<file path="src/rtl/usmp_pkg.sv">
package usmp_pkg;

  typedef enum logic [1:0] {
    FILL_ZERO   = 2'b00,
    FILL_REPEAT = 2'b01,
    FILL_LINEAR = 2'b10,
    FILL_ALT    = 2'b11
  } fill_t;

  typedef enum logic [1:0] {
    ST_IDLE = 2'b00,
    ST_DIVW = 2'b01,
    ST_EMIT = 2'b10
  } grp_state_t;

endpackage

</file>
<file path="src/rtl/usmp_divider.sv">
module usmp_divider #(
  parameter int NUM_W = 25,
  parameter int DEN_W = 8
) (
  input  logic             clk,
  input  logic             rst,
  input  logic             start,
  input  logic [NUM_W-1:0] num,
  input  logic [DEN_W-1:0] den,
  output logic             busy,
  output logic             done,
  output logic [NUM_W-1:0] quot
);
  localparam int CNT_W = $clog2(NUM_W + 1);

  logic [NUM_W-1:0] q_r;
  logic [DEN_W-1:0] r_r;
  logic [DEN_W-1:0] d_r;
  logic [CNT_W-1:0] cnt_r;

  logic [DEN_W:0] shifted;
  logic [DEN_W:0] trial;
  logic           fits;

  // one restoring step: bring down the next numerator bit
  assign shifted = {r_r, q_r[NUM_W-1]};
  assign trial   = shifted - {1'b0, d_r};
  assign fits    = shifted >= {1'b0, d_r};

  always_ff @(posedge clk) begin
    if (rst) begin
      q_r   <= '0;
      r_r   <= '0;
      d_r   <= '0;
      cnt_r <= '0;
      busy  <= 1'b0;
      done  <= 1'b0;
    end else begin
      done <= 1'b0;
      if (start) begin
        q_r   <= num;
        r_r   <= '0;
        d_r   <= den;
        cnt_r <= CNT_W'(NUM_W);
        busy  <= 1'b1;
      end else if (busy) begin
        r_r   <= fits ? trial[DEN_W-1:0] : shifted[DEN_W-1:0];
        q_r   <= {q_r[NUM_W-2:0], fits};
        cnt_r <= cnt_r - 1'b1;
        if (cnt_r == CNT_W'(1)) begin
          busy <= 1'b0;
          done <= 1'b1;
        end
      end
    end
  end

  assign quot = q_r;

endmodule

</file>
<file path="src/rtl/usmp_ctrl.sv">
module usmp_ctrl
  import usmp_pkg::*;
#(
  parameter int FACTOR_W = 8
) (
  input  logic                clk,
  input  logic                rst,
  input  logic                in_valid,
  input  logic [FACTOR_W-1:0] in_factor,
  input  logic                linear_sel,
  input  logic                div_done,
  input  logic                out_ready,
  output logic                in_ready,
  output logic                out_valid,
  output logic                accept,
  output logic                zero_n,
  output logic                div_start,
  output logic                load_step,
  output logic                grp_last,
  output logic [FACTOR_W-1:0] idx,
  output logic [FACTOR_W-1:0] grp_n
);
  grp_state_t state;
  logic       out_fire;

  assign in_ready  = (state == ST_IDLE);
  assign out_valid = (state == ST_EMIT);
  assign accept    = in_valid && in_ready;
  assign zero_n    = (in_factor == '0);
  assign div_start = accept && !zero_n && linear_sel;
  assign load_step = (state == ST_DIVW) && div_done;
  assign out_fire  = out_valid && out_ready;
  assign grp_last  = out_fire && (idx == grp_n);

  always_ff @(posedge clk) begin
    if (rst) begin
      state <= ST_IDLE;
      idx   <= '0;
      grp_n <= '0;
    end else begin
      unique case (state)
        ST_IDLE: begin
          if (accept && !zero_n) begin
            grp_n <= in_factor;
            idx   <= FACTOR_W'(1);
            state <= linear_sel ? ST_DIVW : ST_EMIT;
          end
        end
        ST_DIVW: begin
          if (div_done) state <= ST_EMIT;
        end
        ST_EMIT: begin
          if (out_fire) begin
            if (idx == grp_n) state <= ST_IDLE;
            else              idx   <= idx + 1'b1;
          end
        end
        default: state <= ST_IDLE;
      endcase
    end
  end

endmodule

</file>
<file path="src/rtl/usmp_fill.sv">
module usmp_fill
  import usmp_pkg::*;
#(
  parameter int DATA_W   = 16,
  parameter int FACTOR_W = 8,
  parameter int FRAC_W   = 8
) (
  input  logic                     clk,
  input  logic                     rst,
  input  logic                     accept,
  input  logic                     zero_n,
  input  logic                     grp_last,
  input  logic                     load_step,
  input  logic [DATA_W-1:0]        in_sample,
  input  logic [1:0]               fill_mode,
  input  logic [FACTOR_W-1:0]      idx,
  input  logic [FACTOR_W-1:0]      grp_n,
  input  logic [DATA_W+FRAC_W:0]   quot,
  output logic                     linear_sel,
  output logic [DATA_W+FRAC_W:0]   div_num,
  output logic [DATA_W+FRAC_W-1:0] out_sample
);
  localparam int OUT_W  = DATA_W + FRAC_W;
  localparam int NUM_W  = DATA_W + 1 + FRAC_W;
  localparam int STEP_W = NUM_W + 1;
  localparam int P_W    = STEP_W + FACTOR_W + 1;

  // sample value scaled to the output fixed-point grid
  function automatic logic signed [OUT_W-1:0] scale_up(input logic signed [DATA_W-1:0] s);
    logic signed [OUT_W-1:0] w;
    w = OUT_W'(s);
    return w <<< FRAC_W;
  endfunction

  // interpolated point k: base scaled plus k steps
  function automatic logic signed [P_W-1:0] lerp_at(input logic signed [DATA_W-1:0] base,
                                                     input logic signed [STEP_W-1:0] st,
                                                     input logic [FACTOR_W-1:0] k);
    logic signed [P_W-1:0] b;
    logic signed [P_W-1:0] s;
    logic signed [P_W-1:0] kk;
    b  = P_W'(base);
    b  = b <<< FRAC_W;
    s  = P_W'(st);
    kk = P_W'({1'b0, k});
    return b + s * kk;
  endfunction

  logic signed [DATA_W-1:0] cur_q;
  logic signed [DATA_W-1:0] prev_q;
  fill_t                    mode_q;
  logic                     neg_q;
  logic signed [STEP_W-1:0] step_q;

  logic signed [DATA_W:0]   diff_w;
  logic [DATA_W:0]          mag_w;
  logic signed [P_W-1:0]    lerp_w;

  assign linear_sel = (fill_mode == FILL_LINEAR);
  assign diff_w     = {in_sample[DATA_W-1], in_sample} - {prev_q[DATA_W-1], prev_q};
  assign mag_w      = diff_w[DATA_W] ? (DATA_W+1)'(-diff_w) : diff_w;
  assign div_num    = {mag_w, {FRAC_W{1'b0}}};

  always_ff @(posedge clk) begin
    if (rst) begin
      cur_q  <= '0;
      prev_q <= '0;
      mode_q <= FILL_ZERO;
      neg_q  <= 1'b0;
      step_q <= '0;
    end else begin
      if (accept) begin
        cur_q  <= in_sample;
        mode_q <= fill_t'(fill_mode);
        neg_q  <= diff_w[DATA_W];
        if (zero_n) prev_q <= in_sample;
      end else if (grp_last) begin
        prev_q <= cur_q;
      end
      if (load_step) begin
        step_q <= neg_q ? -$signed({1'b0, quot}) : $signed({1'b0, quot});
      end
    end
  end

  assign lerp_w = lerp_at(prev_q, step_q, idx);

  always_comb begin
    unique case (mode_q)
      FILL_ZERO:   out_sample = (idx == FACTOR_W'(1)) ? scale_up(cur_q) : '0;
      FILL_LINEAR: out_sample = (idx == grp_n) ? scale_up(cur_q) : lerp_w[OUT_W-1:0];
      default:     out_sample = scale_up(cur_q);
    endcase
  end

endmodule

</file>
<file path="src/rtl/dyn_upsampler.sv">
module dyn_upsampler
  import usmp_pkg::*;
#(
  parameter int DATA_W   = 16,
  parameter int FACTOR_W = 8,
  parameter int FRAC_W   = 8
) (
  input  logic                     clk,
  input  logic                     rst,
  input  logic [1:0]               fill_mode,
  input  logic                     in_valid,
  output logic                     in_ready,
  input  logic [DATA_W-1:0]        in_sample,
  input  logic [FACTOR_W-1:0]      in_factor,
  output logic                     out_valid,
  input  logic                     out_ready,
  output logic [DATA_W+FRAC_W-1:0] out_sample
);
  localparam int OUT_W = DATA_W + FRAC_W;
  localparam int NUM_W = DATA_W + 1 + FRAC_W;

  // internal events, named for the checker
  logic                accept_w;
  logic                zero_n_w;
  logic                div_start_w;
  logic                div_busy_w;
  logic                div_done_w;
  logic                load_step_w;
  logic                grp_last_w;
  logic                linear_sel_w;
  logic [FACTOR_W-1:0] idx_w;
  logic [FACTOR_W-1:0] grp_n_w;
  logic [NUM_W-1:0]    div_num_w;
  logic [NUM_W-1:0]    quot_w;

  usmp_ctrl #(.FACTOR_W(FACTOR_W)) u_ctrl (
    .clk       (clk),
    .rst       (rst),
    .in_valid  (in_valid),
    .in_factor (in_factor),
    .linear_sel(linear_sel_w),
    .div_done  (div_done_w),
    .out_ready (out_ready),
    .in_ready  (in_ready),
    .out_valid (out_valid),
    .accept    (accept_w),
    .zero_n    (zero_n_w),
    .div_start (div_start_w),
    .load_step (load_step_w),
    .grp_last  (grp_last_w),
    .idx       (idx_w),
    .grp_n     (grp_n_w)
  );

  usmp_divider #(.NUM_W(NUM_W), .DEN_W(FACTOR_W)) u_div (
    .clk  (clk),
    .rst  (rst),
    .start(div_start_w),
    .num  (div_num_w),
    .den  (in_factor),
    .busy (div_busy_w),
    .done (div_done_w),
    .quot (quot_w)
  );

  usmp_fill #(.DATA_W(DATA_W), .FACTOR_W(FACTOR_W), .FRAC_W(FRAC_W)) u_fill (
    .clk       (clk),
    .rst       (rst),
    .accept    (accept_w),
    .zero_n    (zero_n_w),
    .grp_last  (grp_last_w),
    .load_step (load_step_w),
    .in_sample (in_sample),
    .fill_mode (fill_mode),
    .idx       (idx_w),
    .grp_n     (grp_n_w),
    .quot      (quot_w),
    .linear_sel(linear_sel_w),
    .div_num   (div_num_w),
    .out_sample(out_sample)
  );

endmodule

</file>
<file path="config.mk">
export PLATFORM = sky130hd
export DESIGN_NAME = dyn_upsampler
export DESIGN_NICKNAME = d
export VERILOG_FILES = /design/src/rtl/usmp_pkg.sv /design/src/rtl/usmp_divider.sv /design/src/rtl/usmp_ctrl.sv /design/src/rtl/usmp_fill.sv /design/src/rtl/dyn_upsampler.sv
export SDC_FILE = /design/constraint.sdc
export NUM_CORES = 1
export LEC_CHECK = 0
export BUFFER_PORTS_ARGS = -buffer_cell sky130_fd_sc_hd__buf_2
export CAP_MARGIN = 0
export CORE_ASPECT_RATIO = 0.8
export CORE_MARGIN = 2
export CORE_UTILIZATION = 41
export DETAILED_ROUTE_END_ITERATION = 8
export SLEW_MARGIN = 20
export SYNTH_ARGS = -nofsm -noshare
export SYNTH_HDL_FRONTEND = slang
export SYNTH_HIERARCHICAL = 1
export SYNTH_SLANG_ARGS = --single-unit
export TNS_END_PERCENT = 20
</file>
<file path="constraint.sdc">
create_clock -name clk -period 8.8 [get_ports clk]
set_input_delay 0.44 -clock clk [delete_from_list [all_inputs] [get_ports clk]]
set_output_delay 0.44 -clock clk [all_outputs]
set_load 0.01 [all_outputs]
</file>
==> metrics.md, run 1 <==
| Metric | Value |
|---|---|
| Minimum clock period | `6.73 ns` |
| Syn_area_per_cell | `8.44 µm²` |
| Area contributors post-synth | `dfxtp_1 (20%), fa_1 (20%), ha_1 (7.7%)` |
| Max IR drop VDD | `0.000104 V` |
| Crit path launch | `u_ctrl/idx[1]$_SDFFE_PP0P_` |
| Net Sw Power | `531 µW` |
| Sequential area share after synthesis | `0.196` |
| Die X | `201 µm` |
| Max-cap violations | `0` |
| Switching Share | `0.312` |
| Core area | `30500 µm²` |
| Worst reg-to-reg path cell count | `14` |
| Layout fillers | `3060` |
| Top sig layer | `met4` |
| Place WS | `2.49 ns` |
| Final slew viol count | `0` |
| Arr. time, crit path | `6.29 ns` |
| ANT nets after route | `0` |
| DRT iter0 DRCs | `709` |
| DIE AREA | `32600 µm²` |
| Top-area cell type share of the netlist area | `0.196` |
| R2r setup slk | `5.09 ns` |
| RePlAce Congestion | `0.874` |
| Drc violations | `0` |
| Outcome | `finished clean` |
| Int Power | `1170 µW` |
| Syn Inst Count | `1514` |
| Total Power | `1700 µW` |
| M1 wire length | `15900 µm` |
| Mapped cell area | `12800 µm²` |
| EDFF count, synth | `0` |
| PnR worst setup slack | `2.07 ns` |
| Starting Density | `0.419` |
| Gr ovfl total | `0` |
| First-pass GRT wire length | `52600 µm` |
| Antenna cells | `0` |
| Final setup viols | `0` |
| CP Max Fanout | `16` |
| CTS-repair resized insts | `0` |
| Warnings from Yosys | `6` |
| Post-DR wirelength/cell | `16.5 µm` |
| Cell type with the largest total area after synthesis | `dfxtp_1` |
| Hold_ws | `0.274 ns` |
| Async set-reset flop share out of synthesis | `0` |
| Clock power share | `0.416` |
| Worst-margin pin slew | `1.02 ns` |
| Crit path launch type | `register` |
| Layout Nets | `1760` |
| H-tree Lvls | `4` |
| Crit share post-route | `0.765` |
| Combinational share of power | `0.215` |
| GRT Resource Usage Total | `0.203` |
| Hold path start | `fill_mode[1]` |
| Routed wire length | `32200 µm` |
| Hold Crit Endpoint | `u_fill/mode_q[1]$_SDFFE_PP0P_` |
| DP HPWL | `24500 µm` |
| Fin util | `0.456` |
| Num CTS Buffers | `17` |
| Vias in the first global route | `9713` |
| Sequential share of power | `0.369` |
| Critical Path RT | `8.36 ns` |
| Leak | `0.00640 µW` |
| CP Class | `reg -> out` |
| Multi-input logic area | `9260 µm²` |
| Routed length on met2 | `14500 µm` |
| Distinct cells, synth | `74` |
| Critical R2R Launch | `u_fill/prev_q[0]$_SDFFE_PP0P_` |
| PwrDens | `122 nW/µm²` |
| Final Hold Viols | `0` |
| Port Buffers | `55` |
| Number of vias per cell | `5.22` |
| Area taken by flip-flops and latches | `2500 µm²` |
| Clock Skews | `0.0117 ns` |
| Met3 wire len | `1480 µm` |
| Initial antenna violation count | `0` |
| Rel. slew slack | `0.318` |
| CTS tree | `yes` |
| Clk sink count | `125` |
| Most frequent cells in the layout | `inv_1 (177), nor2_1 (165), nand2_1 (134)` |
| Row count | `57` |
| Setup crit end kind | `primary output` |
| Min-delay worst type | `in -> reg` |
| Capturing point of the worst reg2reg path | `u_div/quot[23]$_SDFFE_PP0P_` |
| Clock Pin Slew Worst Setup and Hold Paths | `0.06 ns` |
| Setup TNS Final | `0 ns` |
| Root Buffer | `clkbuf_16` |
| CTS Buffer Depth | `2` |
| I/O pins | `56` |
| Top_reg_cell synth | `dfxtp_1` |
| Die Y | `162 µm` |
| FF+latch count, synth | `125` |
| Total number of vias | `10176` |
| Commonest non-fill, non-tap cell in the layout | `inv_1` |
| Area growth, synth to finish | `8.89%` |
| Cts-stage hold buffer count | `0` |
| Clock latency on the worst-skew pair | `0.42 ns` |
| FMAX | `149 MHz` |
| Largest net degree at the start of global routing | `85` |
| Hold Path Stages | `3` |
| Pre-Repair DR Iteration Count | `5` |
| Layout cells sized above 1 | `0.0865` |
| Setup bufs post-CTS | `0` |
| RSZ-0062 raised after global routing | `false` |
cell type report:
class	count	share of cell area
Inverter	177	0.0477
Sequential cell	125	0.180
Tap cell	413	0.0371
Timing Repair Buffer	69	0.0275
Multi-Input combinational cell	1136	0.665
Clock inverter	11	0.00953
Clock buffer	20	0.0328
cells by family after synthesis:
group	after synthesis	share of synthesized area
DFF	125	0.196
adders and majority gates	204	0.273
xor gates and xnor gates	97	0.0665
muxes	69	0.0544
buffers and inverters	260	0.0828
AOI/OAI and AO/OA	241	0.131
other	1	0.000293
and+or+nand+nor	517	0.196
Yosys cell counts, types with 13 or more instances:
master	n
inv_1	177
nor2_1	166
nand2_1	134
dfxtp_1	125
fa_1	125
and2_1	93
ha_1	79
a21oi_1	68
mux2i_1	65
xnor2_1	56
clkbuf_1	50
xor2_1	41
a211oi_1	34
o21ai_0	33
nand3_1	21
nor3_1	19
a22o_1	13
nor2b_1	13
critical path: stages, from the launching register on:
cell	delay, ns
dfxtp_1	0.63
buf_4	0.32
nand2_1	0.10
fa_1	0.52
inv_1	0.05
fa_1	0.53
fa_1	0.44
fa_1	0.54
inv_1	0.05
fa_1	0.50
inv_1	0.04
ha_1	0.34
and2_1	0.19
nand3_1	0.08
a2111oi_0	0.52
nor2_1	0.14
a21oi_1	0.27
a211oi_1	0.13
xnor2_1	0.15
a22o_1	0.20
buf_2	0.13
state kept, by name, indices dropped and copies added (netlist names):
name and flops:
u_div/r_r 8, u_div/done 1, u_ctrl/idx 8, u_div/d_r 8
u_fill/prev_q 16, u_fill/neg_q 1, u_div/cnt_r 5, u_fill/step_q 24
u_div/busy 1, u_fill/mode_q 2, u_ctrl/grp_n 8, u_ctrl/state 2
u_fill/cur_q 16, u_div/quot 25
worst max path at each step:
stage / cells after the start / slack, ns / endpoint
3_5_place_dp: 20 / 2.49 / out_sample[23]
2_1_floorplan: 20 / 2.93 / out_sample[22]
5_1_grt: 20 / 1.58 / out_sample[23]
6_report: 20 / 2.07 / out_sample[23]
3_3_place_gp: 20 / 2.55 / out_sample[23]
4_1_cts: 20 / 2.03 / out_sample[23]
per-stage QoR:
stage                     cell area (µm²)  std cells
final                               13900       1951
after detailed placement            13300       1920
after CTS                           13900       1951
after global placement              13300       1920
after floorplan                     12800       1521
after global routing                13900       1951
power by group through the flow:
| stage | registers [µW] | clock network, µW | logic, µW |
|---|---|---|---|
| after floorplan | 621 | 0 | 290 |
| after global placement | 640 | 0 | 358 |
| after detailed placement | 640 | 0 | 361 |
| after CTS | 628 | 720 | 364 |
| after global routing | 632 | 749 | 403 |
| final | 628 | 708 | 365 |
metal layers:
metal  vias up  GRT usage
met5         -          0
met4         0     0.0455
met3        21     0.0303
met2       187      0.309
met1      4984      0.303
li1       4984          -
No activity file was read; power rests on OpenSTA's default activity.
==> run 2, diff against run 1 <==
==> constraint.sdc (replaced) <==
create_clock -name clk -period 7 [get_ports clk]
set_input_delay 0.35 -clock clk [delete_from_list [all_inputs] [get_ports clk]]
set_output_delay 0.35 -clock clk [all_outputs]
set_load 0.01 [all_outputs]
==> metrics.md, run 2 (synthesis gave the netlist of run 1 again) <==
| Metric | Value |
|---|---|
| Setup bufs post-CTS | `0` |
| Layout fillers | `3116` |
| ANT nets after route | `0` |
| Area growth, synth to finish | `9.89%` |
| Place WS | `0.588 ns` |
| DP Area | `13300 µm²` |
| DRT iter0 DRCs | `671` |
| DIE AREA | `32600 µm²` |
| Fin area | `14000 µm²` |
| GRT Resource Usage Total | `0.204` |
| I/O pins | `56` |
| Layout Nets | `1761` |
| Clock Pin Slew Worst Setup and Hold Paths | `0.06 ns` |
| Hold path start | `fill_mode[0]` |
| Commonest non-fill, non-tap cell in the layout | `inv_1` |
| Largest net degree at the start of global routing | `68` |
| Root Buffer | `clkbuf_16` |
| Routed wire length | `32900 µm` |
| Critical path cell sequence | `nand2_1, fa_1, inv_1, fa_1, ha_1, inv_1, fa_1, inv_1, ha_1, ha_1, inv_1, fa_1, nor2b_1, o21a_1, o21ai_0, buf_4, a2111oi_1, nor2_1, a21oi_1, a211oi_1, xnor2_1, a22o_1, buf_2` |
| Int Power | `1640 µW` |
| Row count | `57` |
| Max-cap violations | `0` |
| DP HPWL | `25000 µm` |
| Leak | `0.00646 µW` |
| M1 wire length | `16300 µm` |
| Clock power share | `0.462` |
| Critical R2R Launch | `u_fill/prev_q[0]$_SDFFE_PP0P_` |
| Routed length on met2 | `14400 µm` |
| Top sig layer | `met4` |
| FMAX | `154 MHz` |
| Rel. slew slack | `0.319` |
| Met3 wire len | `1630 µm` |
| Switching Share | `0.293` |
| Crit share post-route | `0.927` |
| Outcome | `finished clean` |
| Pre-Repair DR Iteration Count | `5` |
| Min-delay worst type | `in -> reg` |
| Worst reg-to-reg path cell count | `14` |
| CTS Buffer Depth | `2` |
| R2r setup slk | `3.30 ns` |
| Capturing point of the worst reg2reg path | `u_div/quot[23]$_SDFFE_PP0P_` |
| Core area | `30500 µm²` |
| Final Hold Viols | `0` |
| Layout cells sized above 1 | `0.0896` |
| Largest register FFs | `25` |
| CP Max Fanout | `9` |
| Gr ovfl total | `0` |
| Crit path launch | `u_fill/step_q[3]$_SDFFE_PP0P_` |
| Starting Density | `0.419` |
| Setup TNS Final | `0 ns` |
| Most frequent cells in the layout | `inv_1 (177), nor2_1 (165), nand2_1 (134)` |
| First-pass GRT wire length | `53000 µm` |
| Worst path max stage delay | `0.60 ns` |
| Drc violations | `0` |
| CP Class | `reg -> out` |
| Max IR drop VDD | `0.000138 V` |
| PwrDens | `165 nW/µm²` |
| Crit path to | `out_sample[23]` |
| Clock latency on the worst-skew pair | `0.42 ns` |
| Number of vias per cell | `5.22` |
| Arr. time, crit path | `6.14 ns` |
| Combinational share of power | `0.197` |
| Clk sink count | `125` |
| CTS tree | `yes` |
| Die Y | `162 µm` |
| CTS-repair resized insts | `0` |
| PnR worst setup slack | `0.511 ns` |
| Critical Path Slowest Stage Cell | `dfxtp_1` |
| H-tree Lvls | `4` |
| RSZ-0062 raised after global routing | `false` |
| Critical Path RT | `6.65 ns` |
| Cts-stage hold buffer count | `0` |
| Clock Skews | `0.0139 ns` |
| Post-DR wirelength/cell | `16.8 µm` |
| Num CTS Buffers | `17` |
| Antenna cells | `0` |
| Sequential share of power | `0.340` |
| Worst-margin pin slew | `1.02 ns` |
| Initial antenna violation count | `1` |
| RePlAce Congestion | `0.899` |
| Final setup viols | `0` |
| Die X | `201 µm` |
| Net Sw Power | `680 µW` |
| Total number of vias | `10193` |
| Minimum clock period | `6.49 ns` |
| Setup crit end kind | `primary output` |
| Vias in the first global route | `9872` |
| Port Buffers | `55` |
| Final slew viol count | `0` |
| Crit path launch type | `register` |
[run 2: cell types whose count changed in the layout (fill, tap and decap cells not counted)]
| cell | before | now |
|---|---|---|
| bufinv_16 | 2 | 7 |
| dfxtp_1 | 124 | 121 |
| dfxtp_2 | 1 | 4 |
| inv_6 | 3 | 0 |
| clkinvlp_4 | 2 | 0 |
| a2111oi_0 | 3 | 2 |
| a2111oi_1 | 0 | 1 |
| buf_4 | 15 | 16 |
| clkbuf_8 | 2 | 1 |
| clkinv_4 | 3 | 4 |
| inv_8 | 0 | 1 |
[run 2: how the worst min path moves through the flow]
stage / to / slack [ns] / cells after the start
2_1_floorplan: u_div/cnt_r[1]$_SDFFE_PP0P_ / 0.44 / 1
3_3_place_gp: u_div/d_r[4]$_SDFFE_PP0P_ / 0.48 / 2
3_5_place_dp: u_div/d_r[4]$_SDFFE_PP0P_ / 0.48 / 2
4_1_cts: u_fill/mode_q[0]$_SDFFE_PP0P_ / 0.18 / 3
5_1_grt: u_ctrl/grp_n[0]$_SDFFE_PP0P_ / 0.20 / 3
6_report: u_fill/mode_q[0]$_SDFFE_PP0P_ / 0.19 / 3
[run 2: metal layers]
layer	vias to the layer above	global-route usage
met4	0	0.0475
met2	238	0.311
met1	4932	0.305
met3	33	0.0277
met5	-	0
li1	4990	-
[run 2: per-stage QoR]
step / total power, µW / std cells / util / hold slack [ns]
final: 2320 / 1953 / 0.460 / 0.188
after global routing: 2430 / 1953 / 0.460 / 0.199
after CTS: 2340 / 1953 / 0.460 / 0.175
after detailed placement: 1260 / 1921 / 0.437 / 0.482
after global placement: 1250 / 1921 / 0.437 / 0.476
after floorplan: 1140 / 1521 / - / 0.441
[run 2: critical path, delay by kind of cell, from the launching register on]
| family | cells | cell delay (ns) |
|---|---|---|
| simple gates | 3 | 0.44 |
| compound gates | 6 | 1.37 |
| flops | 1 | 0.60 |
| buf+inv | 6 | 0.49 |
| xor+xnor | 1 | 0.14 |
| fa+ha+maj | 7 | 2.65 |
[run 2: layout make-up]
type | instances | area (µm²) | share of cell area
Inverter | 177 | 664 | 0.0473
Sequential cell | 125 | 2510 | 0.178
Tap cell | 413 | 517 | 0.0368
Clock inverter | 13 | 262 | 0.0186
Timing Repair Buffer | 70 | 390 | 0.0278
Multi-Input combinational cell | 1136 | 9260 | 0.659
Clock buffer | 19 | 443 | 0.0315
[run 2: power groups by stage]
| stage | registers, µW | logic [µW] | clock network (µW) |
|---|---|---|---|
| after floorplan | 780 | 364 | 0 |
| after global placement | 804 | 447 | 0 |
| after detailed placement | 805 | 453 | 0 |
| after CTS | 790 | 457 | 1090 |
| after global routing | 796 | 509 | 1130 |
| final | 790 | 459 | 1070 |
